### src/rtl/biq_pkg.sv
package biq_pkg;
  localparam int unsigned QUIN_W = 3;
  typedef logic [QUIN_W-1:0] quin_t;
  localparam quin_t QUIN_LAST = quin_t'(4);
  localparam quin_t QUIN_NINE = quin_t'(4);  // upper three bits of nine
  localparam int unsigned SYNC_DEPTH = 2;

  function automatic quin_t quin_next(quin_t v);
    return (v == QUIN_LAST) ? '0 : v + quin_t'(1);
  endfunction
endpackage

### src/rtl/biq_fall_det.sv
module biq_fall_det #(
  parameter int unsigned STAGES = 2
) (
  input  logic clk_i,
  input  logic rst_ni,
  input  logic d_i,
  output logic fall_o
);
  logic [STAGES-1:0] sync_q;
  logic              last_q;

  generate
    if (STAGES == 1) begin : g_one
      always_ff @(posedge clk_i or negedge rst_ni)
        if (!rst_ni) sync_q <= '0;
        else         sync_q <= d_i;
    end else begin : g_chain
      always_ff @(posedge clk_i or negedge rst_ni)
        if (!rst_ni) sync_q <= '0;
        else         sync_q <= {sync_q[STAGES-2:0], d_i};
    end
  endgenerate

  always_ff @(posedge clk_i or negedge rst_ni)
    if (!rst_ni) last_q <= 1'b0;
    else         last_q <= sync_q[STAGES-1];

  assign fall_o = last_q & ~sync_q[STAGES-1];
endmodule

### src/rtl/biq_div2.sv
module biq_div2 (
  input  logic clk_i,
  input  logic rst_ni,
  input  logic step_i,
  input  logic clr_i,
  input  logic set_i,
  output logic q_o
);
  always_ff @(posedge clk_i or negedge rst_ni)
    if (!rst_ni)     q_o <= 1'b0;
    else if (set_i)  q_o <= 1'b1;
    else if (clr_i)  q_o <= 1'b0;
    else if (step_i) q_o <= ~q_o;
endmodule

### src/rtl/biq_div5.sv
module biq_div5
  import biq_pkg::*;
(
  input  logic  clk_i,
  input  logic  rst_ni,
  input  logic  step_i,
  input  logic  clr_i,
  input  logic  set_i,
  output quin_t q_o
);
  always_ff @(posedge clk_i or negedge rst_ni)
    if (!rst_ni)     q_o <= '0;
    else if (set_i)  q_o <= QUIN_NINE;
    else if (clr_i)  q_o <= '0;
    else if (step_i) q_o <= quin_next(q_o);
endmodule

### src/rtl/biq_ctr.sv
module biq_ctr
  import biq_pkg::*;
(
  input  logic clk_i,
  input  logic rst_ni,
  input  logic tick2_i,
  input  logic tick5_i,
  input  logic zero_a_i,
  input  logic zero_b_i,
  input  logic nine_a_i,
  input  logic nine_b_i,
  output logic dig0_o,
  output logic dig1_o,
  output logic dig2_o,
  output logic dig3_o
);
  logic  fall2, fall5;
  logic  nine_req, zero_req;
  quin_t quin_q;

  assign nine_req = nine_a_i & nine_b_i;
  assign zero_req = zero_a_i & zero_b_i & ~nine_req;

  biq_fall_det #(.STAGES(SYNC_DEPTH)) u_fd2 (
    .clk_i(clk_i), .rst_ni(rst_ni), .d_i(tick2_i), .fall_o(fall2));
  biq_fall_det #(.STAGES(SYNC_DEPTH)) u_fd5 (
    .clk_i(clk_i), .rst_ni(rst_ni), .d_i(tick5_i), .fall_o(fall5));

  biq_div2 u_div2 (
    .clk_i(clk_i), .rst_ni(rst_ni), .step_i(fall2),
    .clr_i(zero_req), .set_i(nine_req), .q_o(dig0_o));
  biq_div5 u_div5 (
    .clk_i(clk_i), .rst_ni(rst_ni), .step_i(fall5),
    .clr_i(zero_req), .set_i(nine_req), .q_o(quin_q));

  assign {dig3_o, dig2_o, dig1_o} = quin_q;
endmodule

### config.mk
export PLATFORM = sky130hd
export DESIGN_NAME = biq_ctr
export DESIGN_NICKNAME = d
export VERILOG_FILES = /design/src/rtl/biq_pkg.sv /design/src/rtl/biq_fall_det.sv /design/src/rtl/biq_div2.sv /design/src/rtl/biq_div5.sv /design/src/rtl/biq_ctr.sv
export SDC_FILE = /design/constraint.sdc
export NUM_CORES = 1
export LEC_CHECK = 0
export ABC_AREA = 1
export CORE_AREA = 2 2 39 41
export CTS_CLUSTER_DIAMETER = 120
export DETAILED_ROUTE_END_ITERATION = 8
export DIE_AREA = 0 0 41 43
export GPL_ROUTABILITY_DRIVEN = 0
export GPL_TIMING_DRIVEN = 1
export SLEW_MARGIN = 20
export SYNTH_ARGS = -nofsm -noshare
export SYNTH_HDL_FRONTEND = slang
export SYNTH_SLANG_ARGS = --single-unit
### constraint.sdc
create_clock -name clk_i -period 1.15 [get_ports clk_i]
set_clock_uncertainty 0.2 [all_clocks]
set_input_delay 0.115 -clock clk_i [delete_from_list [all_inputs] [get_ports clk_i]]
set_output_delay 0.115 -clock clk_i [all_outputs]
set_load 0.1 [all_outputs]
==> results of run 1 <==
cells by family after synthesis:
| group | Yosys count | share of synthesized area (%) |
|---|---|---|
| and+or+nand+nor | 17 | 19.57 |
| DFF | 10 | 61.16 |
| buffers and inverters | 7 | 6.423 |
| AOI/OAI and AO/OA | 5 | 6.726 |
| adders and majority gates | 2 | 6.115 |
final cells by class:
type                            instances  area share, %
Clock buffer                            4          4.966
Inverter                                7          3.596
Multi-Input combinational cell         24          22.09
Sequential cell                        10          35.96
Tap cell                               16          2.740
Timing Repair Buffer                   19          30.65
synthesized netlist by cell type:
| master | instances |
|---|---|
| sky130_fd_sc_hd__nor3_1 | 1 |
| sky130_fd_sc_hd__dfrtp_1 | 10 |
| sky130_fd_sc_hd__o21ai_0 | 1 |
| sky130_fd_sc_hd__nor2_1 | 1 |
| sky130_fd_sc_hd__a211oi_1 | 1 |
| sky130_fd_sc_hd__inv_1 | 7 |
| sky130_fd_sc_hd__nand2_1 | 7 |
| sky130_fd_sc_hd__nand2_2 | 4 |
| sky130_fd_sc_hd__ha_1 | 2 |
| sky130_fd_sc_hd__nand3_1 | 4 |
| sky130_fd_sc_hd__a21oi_1 | 3 |
path summary, 6_finish.rpt:
check | from | endpoint | cells past startpoint
setup / recovery | u_div5.q_o[1] | dig2_o | 2
hold / removal | tick5_i | u_fd5.sync_q[0] | 1
setup reg to reg | u_div5.q_o[0] | u_div5.q_o[2] | 7
hold reg to reg | u_fd2.sync_q[0] | u_fd2.sync_q[1] | 0
max in group asynchronous | rst_ni | u_div5.q_o[0] | 3
min in group asynchronous | rst_ni | u_div5.q_o[2] | 3
metrics by stage:
stage | setup TNS (ps) | hold WS [ps] | cells
2_1_floorplan | -890.2 | -380.6 | 41
3_3_place_gp | -449.1 | 134.2 | 72
3_5_place_dp | -426.1 | 140.5 | 72
4_1_cts | -957.1 | 72.09 | 80
5_1_grt | -1280 | 68.68 | 80
6_report | -962.4 | 75.44 | 80
power by group through the flow:
stage               registers [W]  clock network, W   logic, W
floorplan                0.000602                 0  0.0000725
global placement         0.000442                 0   0.000408
detailed placement       0.000443                 0   0.000411
CTS                      0.000427          0.000337   0.000471
global route             0.000432          0.000361   0.000502
finish                   0.000429          0.000326   0.000474
flip-flops by register name, indices dropped and copies added, names as in the netlist:
signal and cells:
u_fd5.sync_q 2, u_fd2.last_q 1, u_fd5.last_q 1, u_div2.q_o 1, u_div5.q_o 3, u_fd2.sync_q 2
worst reg2reg max path: cells and delay by family, from the launching register on:
kind / cells / cell delay (ps)
DFF: 1 / 500
adders and majority gates: 1 / 220
and+or+nand+nor: 4 / 190
buffers and inverters: 2 / 90
repair_timing:
action                     CTS  global route
hold buffers                 1             0
setup endpoints to repair    7             8
pin swaps                    2             1
hold endpoints to repair    10             0
setup buffers                3             0
resized for setup            6             1
metal layers:
| metal | GRT usage, % | wire (um) | up-vias |
|---|---|---|---|
| li1 | - | - | 175 |
| met1 | 13.56 | 347 | 162 |
| met2 | 19.06 | 422 | 12 |
| met3 | 7.853 | 68 | 3 |
| met4 | 6.000 | 12 | 0 |
| met5 | 0 | 0 | - |
==> summary.md, run 1 <==
| Metric | Value |
|---|---|
| Type of the most critical hold path | `input port to flip-flop` |
| Fin. Hold Viols | `0` |
| Max rail drop VDD | `0.7910 mV` |
| Int Pwr | `0.0007896 W` |
| Largest net degree at the start of global routing | `11` |
| Clk Latency, worst-skew pair | `280 ps` |
| CTS buffer count | `3` |
| Post-route worst setup slack | `-216.8 ps` |
| Switching power share of the total | `35.76%` |
| Largest fanout on the critical path | `3` |
| Num Clock Sinks | `10` |
| Die area | `1763 sq um` |
| Total number of placement rows | `14` |
| Area occupied by multi-input gates | `between 150 and 200 sq um` |
| Overall overflow remaining after global route | `0` |
| Number of antenna violations at the first check in global routing | `0` |
| Final-stage net count | `75` |
| Post-synth top area share | `between 60% and 70%` |
| Setup-violating endpoint count in the final report | `7` |
| Share of post-route cells with drive strength above 1 | `between 40% and 50%` |
| Input/output buffers | `11` |
| Delay-heaviest family, CP | `flip-flops` |
| Routed vias | `352` |
| Number of maximum-capacitance violations | `0` |
| Initial Util | `29.57%` |
| DP Worst Slack | `-146.5 ps` |
| Violations in the final reports | `negative setup slack` |
| Part of the cycle the worst path needs | `118.9%` |
| Synth warn | `0` |
| Detailed Routing Iterations Pass 1 | `2` |
| Longest individual stage delay on the worst path | `500 ps` |
| Cells along the critical path | `buf_6 > buf_12` |
| Setup repair after global routing missed its margin | `true` |
| Drt via density | `4.400` |
| Drt wl/cell | `10.64 um` |
| Area of placed instances | `633.1 sq um` |
| Number of storage elements in the synthesis netlist | `10` |
| Post-layout power | `~0.0012 W` |
| Master of the slowest instance on the critical path | `sky130_fd_sc_hd__dfrtp_4` |
| Design area | `730.7 sq um` |
| Clock tree buffer depth | `2` |
| Area contributors post-synth | `sky130_fd_sc_hd__dfrtp_1, sky130_fd_sc_hd__inv_1, sky130_fd_sc_hd__nand2_1` |
| Fill cell count | `between 100 and 150` |
| Clock share of power | `26.5%` |
| DR DRC count | `0` |
| Total Routing Usage GR | `between 10% and 20%` |
| Core region area | `approximately 1400 sq um` |
| Buffer type at the clock tree root | `sky130_fd_sc_hd__clkbuf_4` |
| Cell accounting for the most synthesized area | `sky130_fd_sc_hd__dfrtp_1` |
| Pleak | `0.3393 nW` |
| 1st-iter DRT viols | `5` |
| Dpl hpwl | `566.5 um` |
| Setup crit start kind | `flip-flop` |
| Number of H-tree branching levels | `1` |
| Instance count of the mapped netlist | `41` |
| Area occupied by registers | `~260 sq um` |
| Sum of routed wire length over all layers | `851 um` |
| # IOs | `12` |
| Sequential share of power | `34.9%` |
| Clock slew seen by the registers of the worst setup and hold paths | `approximately 80 ps` |
| Seq/Total Area, Yosys | `between 60% and 70%` |
| Logic pwr share | `38.6%` |
| Measured slew at the worst slew-check pin | `189.8 ps` |
| Category of the most critical setup path | `flip-flop to primary output` |
| Timing-limited maximum frequency | `731.6 MHz` |
| Final Max Slew Viols | `0` |
| Setup crit end kind | `primary output` |
| Number of distinct standard cells referenced by the synthesized netlist | `11` |
| Global-route wire length before repair | `1.386 mm` |
| Antenna cell count | `0` |
| Number of global-route vias before repair | `319` |
| Horiz. Die Dim | `41 um` |
| Syn Std Cell Area | `409.1 sq um` |
| Sw power | `0.0004396 W` |
| Tightest slew margin relative to the limit | `87.32%` |
| Run status | `complete, but fails checks` |
| Worst path buffer plus inverter count | `2` |
| Area added between synthesis and finish | `78.59%` |
| Data arrival time of the worst path | `1050 ps` |
| Finished Core Util | `between 50 and 60%` |
| Internal reg-to-reg setup slack | `-140 ps` |
| Final worst path period need | `~1400 ps` |
| Antenna Nets Post-Route | `0` |
| Commonest cells after routing, fill and taps aside | `sky130_fd_sc_hd__nand2_1, sky130_fd_sc_hd__clkdlybuf4s50_1, sky130_fd_sc_hd__dfrtp_1` |
| TritonCTS clock tree | `yes` |
| Average instance area after synthesis | `9.979 sq um` |
| Required time reported for the critical path endpoint | `830 ps` |
| Synthesized net count | `between 50 and 60` |
| Die height | `around 43 um` |
| Power per cell area | `1682 nW/um^2` |
Power figures use the tool's default switching activity.
==> inputs of run 2 (changes only) <==
--- a/config.mk
+++ b/config.mk
@@ -12,6 +12,7 @@
 export DIE_AREA = 0 0 41 43
 export GPL_ROUTABILITY_DRIVEN = 0
 export GPL_TIMING_DRIVEN = 1
+export MAX_ROUTING_LAYER = met4
 export SLEW_MARGIN = 20
 export SYNTH_ARGS = -nofsm -noshare
 export SYNTH_HDL_FRONTEND = slang
==> constraint.sdc (replaced) <==
create_clock -name clk_i -period 1.5 [get_ports clk_i]
set_clock_uncertainty 0.2 [all_clocks]
set_input_delay 0.15 -clock clk_i [delete_from_list [all_inputs] [get_ports clk_i]]
set_output_delay 0.15 -clock clk_i [all_outputs]
set_load 0.1 [all_outputs]
==> run 2 against run 1 <==
Compared with the run above: the flow now finishes without violations; sequential cell count unchanged; cell count decreased by 10%; critical path depth increased by 5; wire length decreased by 25%; sequential power decreased by 23%; worst setup slack improved by 360 ps; clock power decreased by 29%.
==> summary.md, run 2 (synthesis results as in run 1) <==
| Metric | Value |
|---|---|
| Number of global-route vias before repair | `299 (-6.3%)` |
| Setup crit start kind | `flip-flop` |
| Setup crit end kind | `flip-flop` |
| Area of placed instances | `589.3 sq um (-6.9%)` |
| Clock slew seen by the registers of the worst setup and hold paths | `60 ps (-20 ps)` |
| Setup-violating endpoint count in the final report | `0 (-7)` |
| Category of the most critical setup path | `flip-flop to flip-flop` |
| DP Worst Slack | `136.1 ps (+282.6 ps)` |
| Largest net degree at the start of global routing | `11 (unchanged)` |
| Launch point of the critical path | `u_div5.q_o[0]` |
| Hold buffer count at cts | `0 (-1)` |
| Number of cell instances on the worst register-to-register path | `7 (unchanged)` |
| Total Routing Usage GR | `9.718% (-3.0 points)` |
| Type of the most critical hold path | `input port to asynchronous set/reset pin` |
| Setup repair after global routing missed its margin | `false` |
| CTS buffer count | `3 (unchanged)` |
| Die height | `43 um (unchanged)` |
| Antenna Nets Post-Route | `0 (unchanged)` |
| Routed vias | `315 (-11%)` |
| Number of H-tree branching levels | `1 (unchanged)` |
| Tightest slew margin relative to the limit | `70.38% (-17 points)` |
| Internal reg-to-reg setup slack | `140 ps (+280 ps)` |
| Drt wl/cell | `8.861 um (-17%)` |
| Final-stage net count | `67 (-11%)` |
| Design area | `625.6 sq um (-14%)` |
| # IOs | `12 (unchanged)` |
| Number of instances in the placed design | `68 (-5.6%)` |
| Timing-limited maximum frequency | `736.9 MHz` |
| Detailed Routing Iterations Pass 1 | `1 (-1)` |
| Resize count post-CTS | `0 (-6)` |
| Fin. Hold Viols | `0 (unchanged)` |
| Data arrival time of the worst path | `1310 ps (+260 ps)` |
| Buffer type at the clock tree root | `sky130_fd_sc_hd__clkbuf_4` |
| Master of the slowest instance on the critical path | `sky130_fd_sc_hd__dfrtp_4` |
| Logic depth of the worst setup path including buffers | `7 (+5)` |
| Final worst path period need | `1357 ps` |
| Most flops, register | `u_div5.q_o` |
| Registers with the most flip-flops | `u_div5.q_o: 3 flops, u_fd2.sync_q: 2 flops, u_fd5.sync_q: 2 flops` |
| Die area | `1763 sq um (unchanged)` |
| Clk Latency, worst-skew pair | `250 ps (-30 ps)` |
| Horiz. Die Dim | `41 um (unchanged)` |
| Drt via density | `4.375 (-0.57%)` |
| Run status | `finished clean` |
| Commonest cells after routing, fill and taps aside | `sky130_fd_sc_hd__inv_1, sky130_fd_sc_hd__nand2_1, sky130_fd_sc_hd__clkdlybuf4s50_1` |
| Fill cell count | `144 (+25%)` |
| Core region area | `1384 sq um (unchanged)` |
| Global-route wire length before repair | `1.117 mm (-19%)` |
| Post-CTS setup buffer count | `0 (-3)` |
| Required time reported for the critical path endpoint | `1450 ps (+620 ps)` |
| Sum of routed wire length over all layers | `638 um (-25%)` |
| Number of maximum-capacitance violations | `0 (unchanged)` |
| Initial Util | `29.57% (unchanged)` |
| Worst setup endpoint | `u_div5.q_o[2]` |
| Part of the cycle the worst path needs | `about 90%` |
| Cells along the critical path | `inv_1 > ha_1 > nand2_1 > nand3_1 > nand3_1 > nand2_1 > inv_1` |
| Minimum hold slack | `4.617 ps (-70.82 ps)` |
| Number of cells in the finished layout apart from fillers | `72 (-10%)` |
| R2r endpoint | `u_div5.q_o[2]` |
| Delay-heaviest family, CP | `flip-flops` |
| Number of antenna violations at the first check in global routing | `0 (unchanged)` |
| Clock tree buffer depth | `2 (unchanged)` |
| Origin of the critical flop-to-flop path | `u_div5.q_o[0]` |
| Num Clock Sinks | `10 (unchanged)` |
| DR DRC count | `0 (unchanged)` |
| Total number of placement rows | `14 (unchanged)` |
| Input/output buffers | `11 (unchanged)` |
| Worst path buffer plus inverter count | `2 (unchanged)` |
| Max rail drop VDD | `0.4415 mV (-44%)` |
| Largest fanout on the critical path | `4 (+1)` |
| 1st-iter DRT viols | `0 (-5)` |
| Overall overflow remaining after global route | `0 (unchanged)` |
| Antenna cell count | `0 (unchanged)` |
| Sum Neg Setup Slack | `0 ps (+962.4 ps)` |
| Area added between synthesis and finish | `52.91%` |
| Flip-flop count of the largest register after layout | `3 (unchanged)` |
| Final Max Slew Viols | `0 (unchanged)` |
| Measured slew at the worst slew-check pin | `442.9 ps (+253.1 ps)` |
| Pleak | `0.2959 nW (-13%)` |
| Post-route worst setup slack | `142.9 ps (+359.8 ps)` |
| Longest individual stage delay on the worst path | `500 ps (about the same)` |
| Dpl hpwl | `536.6 um (-5.3%)` |
| Power per cell area | `1368 nW/um^2 (-19%)` |
| Share of post-route cells with drive strength above 1 | `28.57% (-18 points)` |
| TritonCTS clock tree | `yes` |
[run 2: cell count changes in the layout (fill, tap and decap cells not counted), moves of 2 or more]
cell,before,now
sky130_fd_sc_hd__inv_1,5,7
sky130_fd_sc_hd__buf_4,4,0
sky130_fd_sc_hd__inv_2,2,0
sky130_fd_sc_hd__buf_6,3,0
[run 2: cell type report]
cell class | instances | area, sq um | area share, %
inverter | 7 | 26.28 | 4.200
tap | 16 | 20.02 | 3.200
multi-input combinational | 24 | 132.6 | 21.20
sequential | 10 | 260.3 | 41.60
timing repair buffer | 11 | 150.1 | 24.00
clock buffer | 4 | 36.28 | 5.800
[run 2: layer usage]
metal | part of all wire (%) | global-route usage [%]
met3 | 7.5 | 3.141
met2 | 48 | 13.75
met4 | 0 | 6.000
met1 | 44 | 11.49
met5 | 0 | -
[run 2: metrics by stage]
| stage | power [W] | util (%) |
|---|---|---|
| floorplan | 0.0005101 | - |
| global placement | 0.0006302 | 42.59 |
| detailed placement | 0.0006344 | 42.59 |
| CTS | 0.0008696 | 45.21 |
| global route | 0.0009069 | 45.21 |
| finish | 0.0008556 | 45.21 |
[run 2: power by group]
part / total, W / internal [W] / switching [W]
clock network: 0.000230 / 0.000147 / 0.0000829
registers: 0.000332 / 0.000302 / 0.0000300
logic: 0.000294 / 0.000110 / 0.000184
total: 0.000856 / 0.000559 / 0.000297
[run 2: worst min path at each step]
stage	from	end	depth (start not counted)	slack [ps]
2_1_floorplan	rst_ni	u_div2.q_o	0	-350
3_3_place_gp	u_fd2.sync_q[0]	u_fd2.sync_q[1]	0	130
3_5_place_dp	u_fd5.sync_q[0]	u_fd5.sync_q[1]	0	140
4_1_cts	rst_ni	u_fd2.sync_q[0]	1	10
5_1_grt	rst_ni	u_fd2.last_q	1	40
6_report	rst_ni	u_fd5.last_q	1	5
[run 2: worst reg2reg max path, delay by kind of cell (launching register included)]
family | cells | cell delay [ps]
flip-flops | 1 | 500
AND/OR/NAND/NOR | 4 | 300
adder cells (fa/ha/maj) | 1 | 140
buffers and inverters | 2 | 120
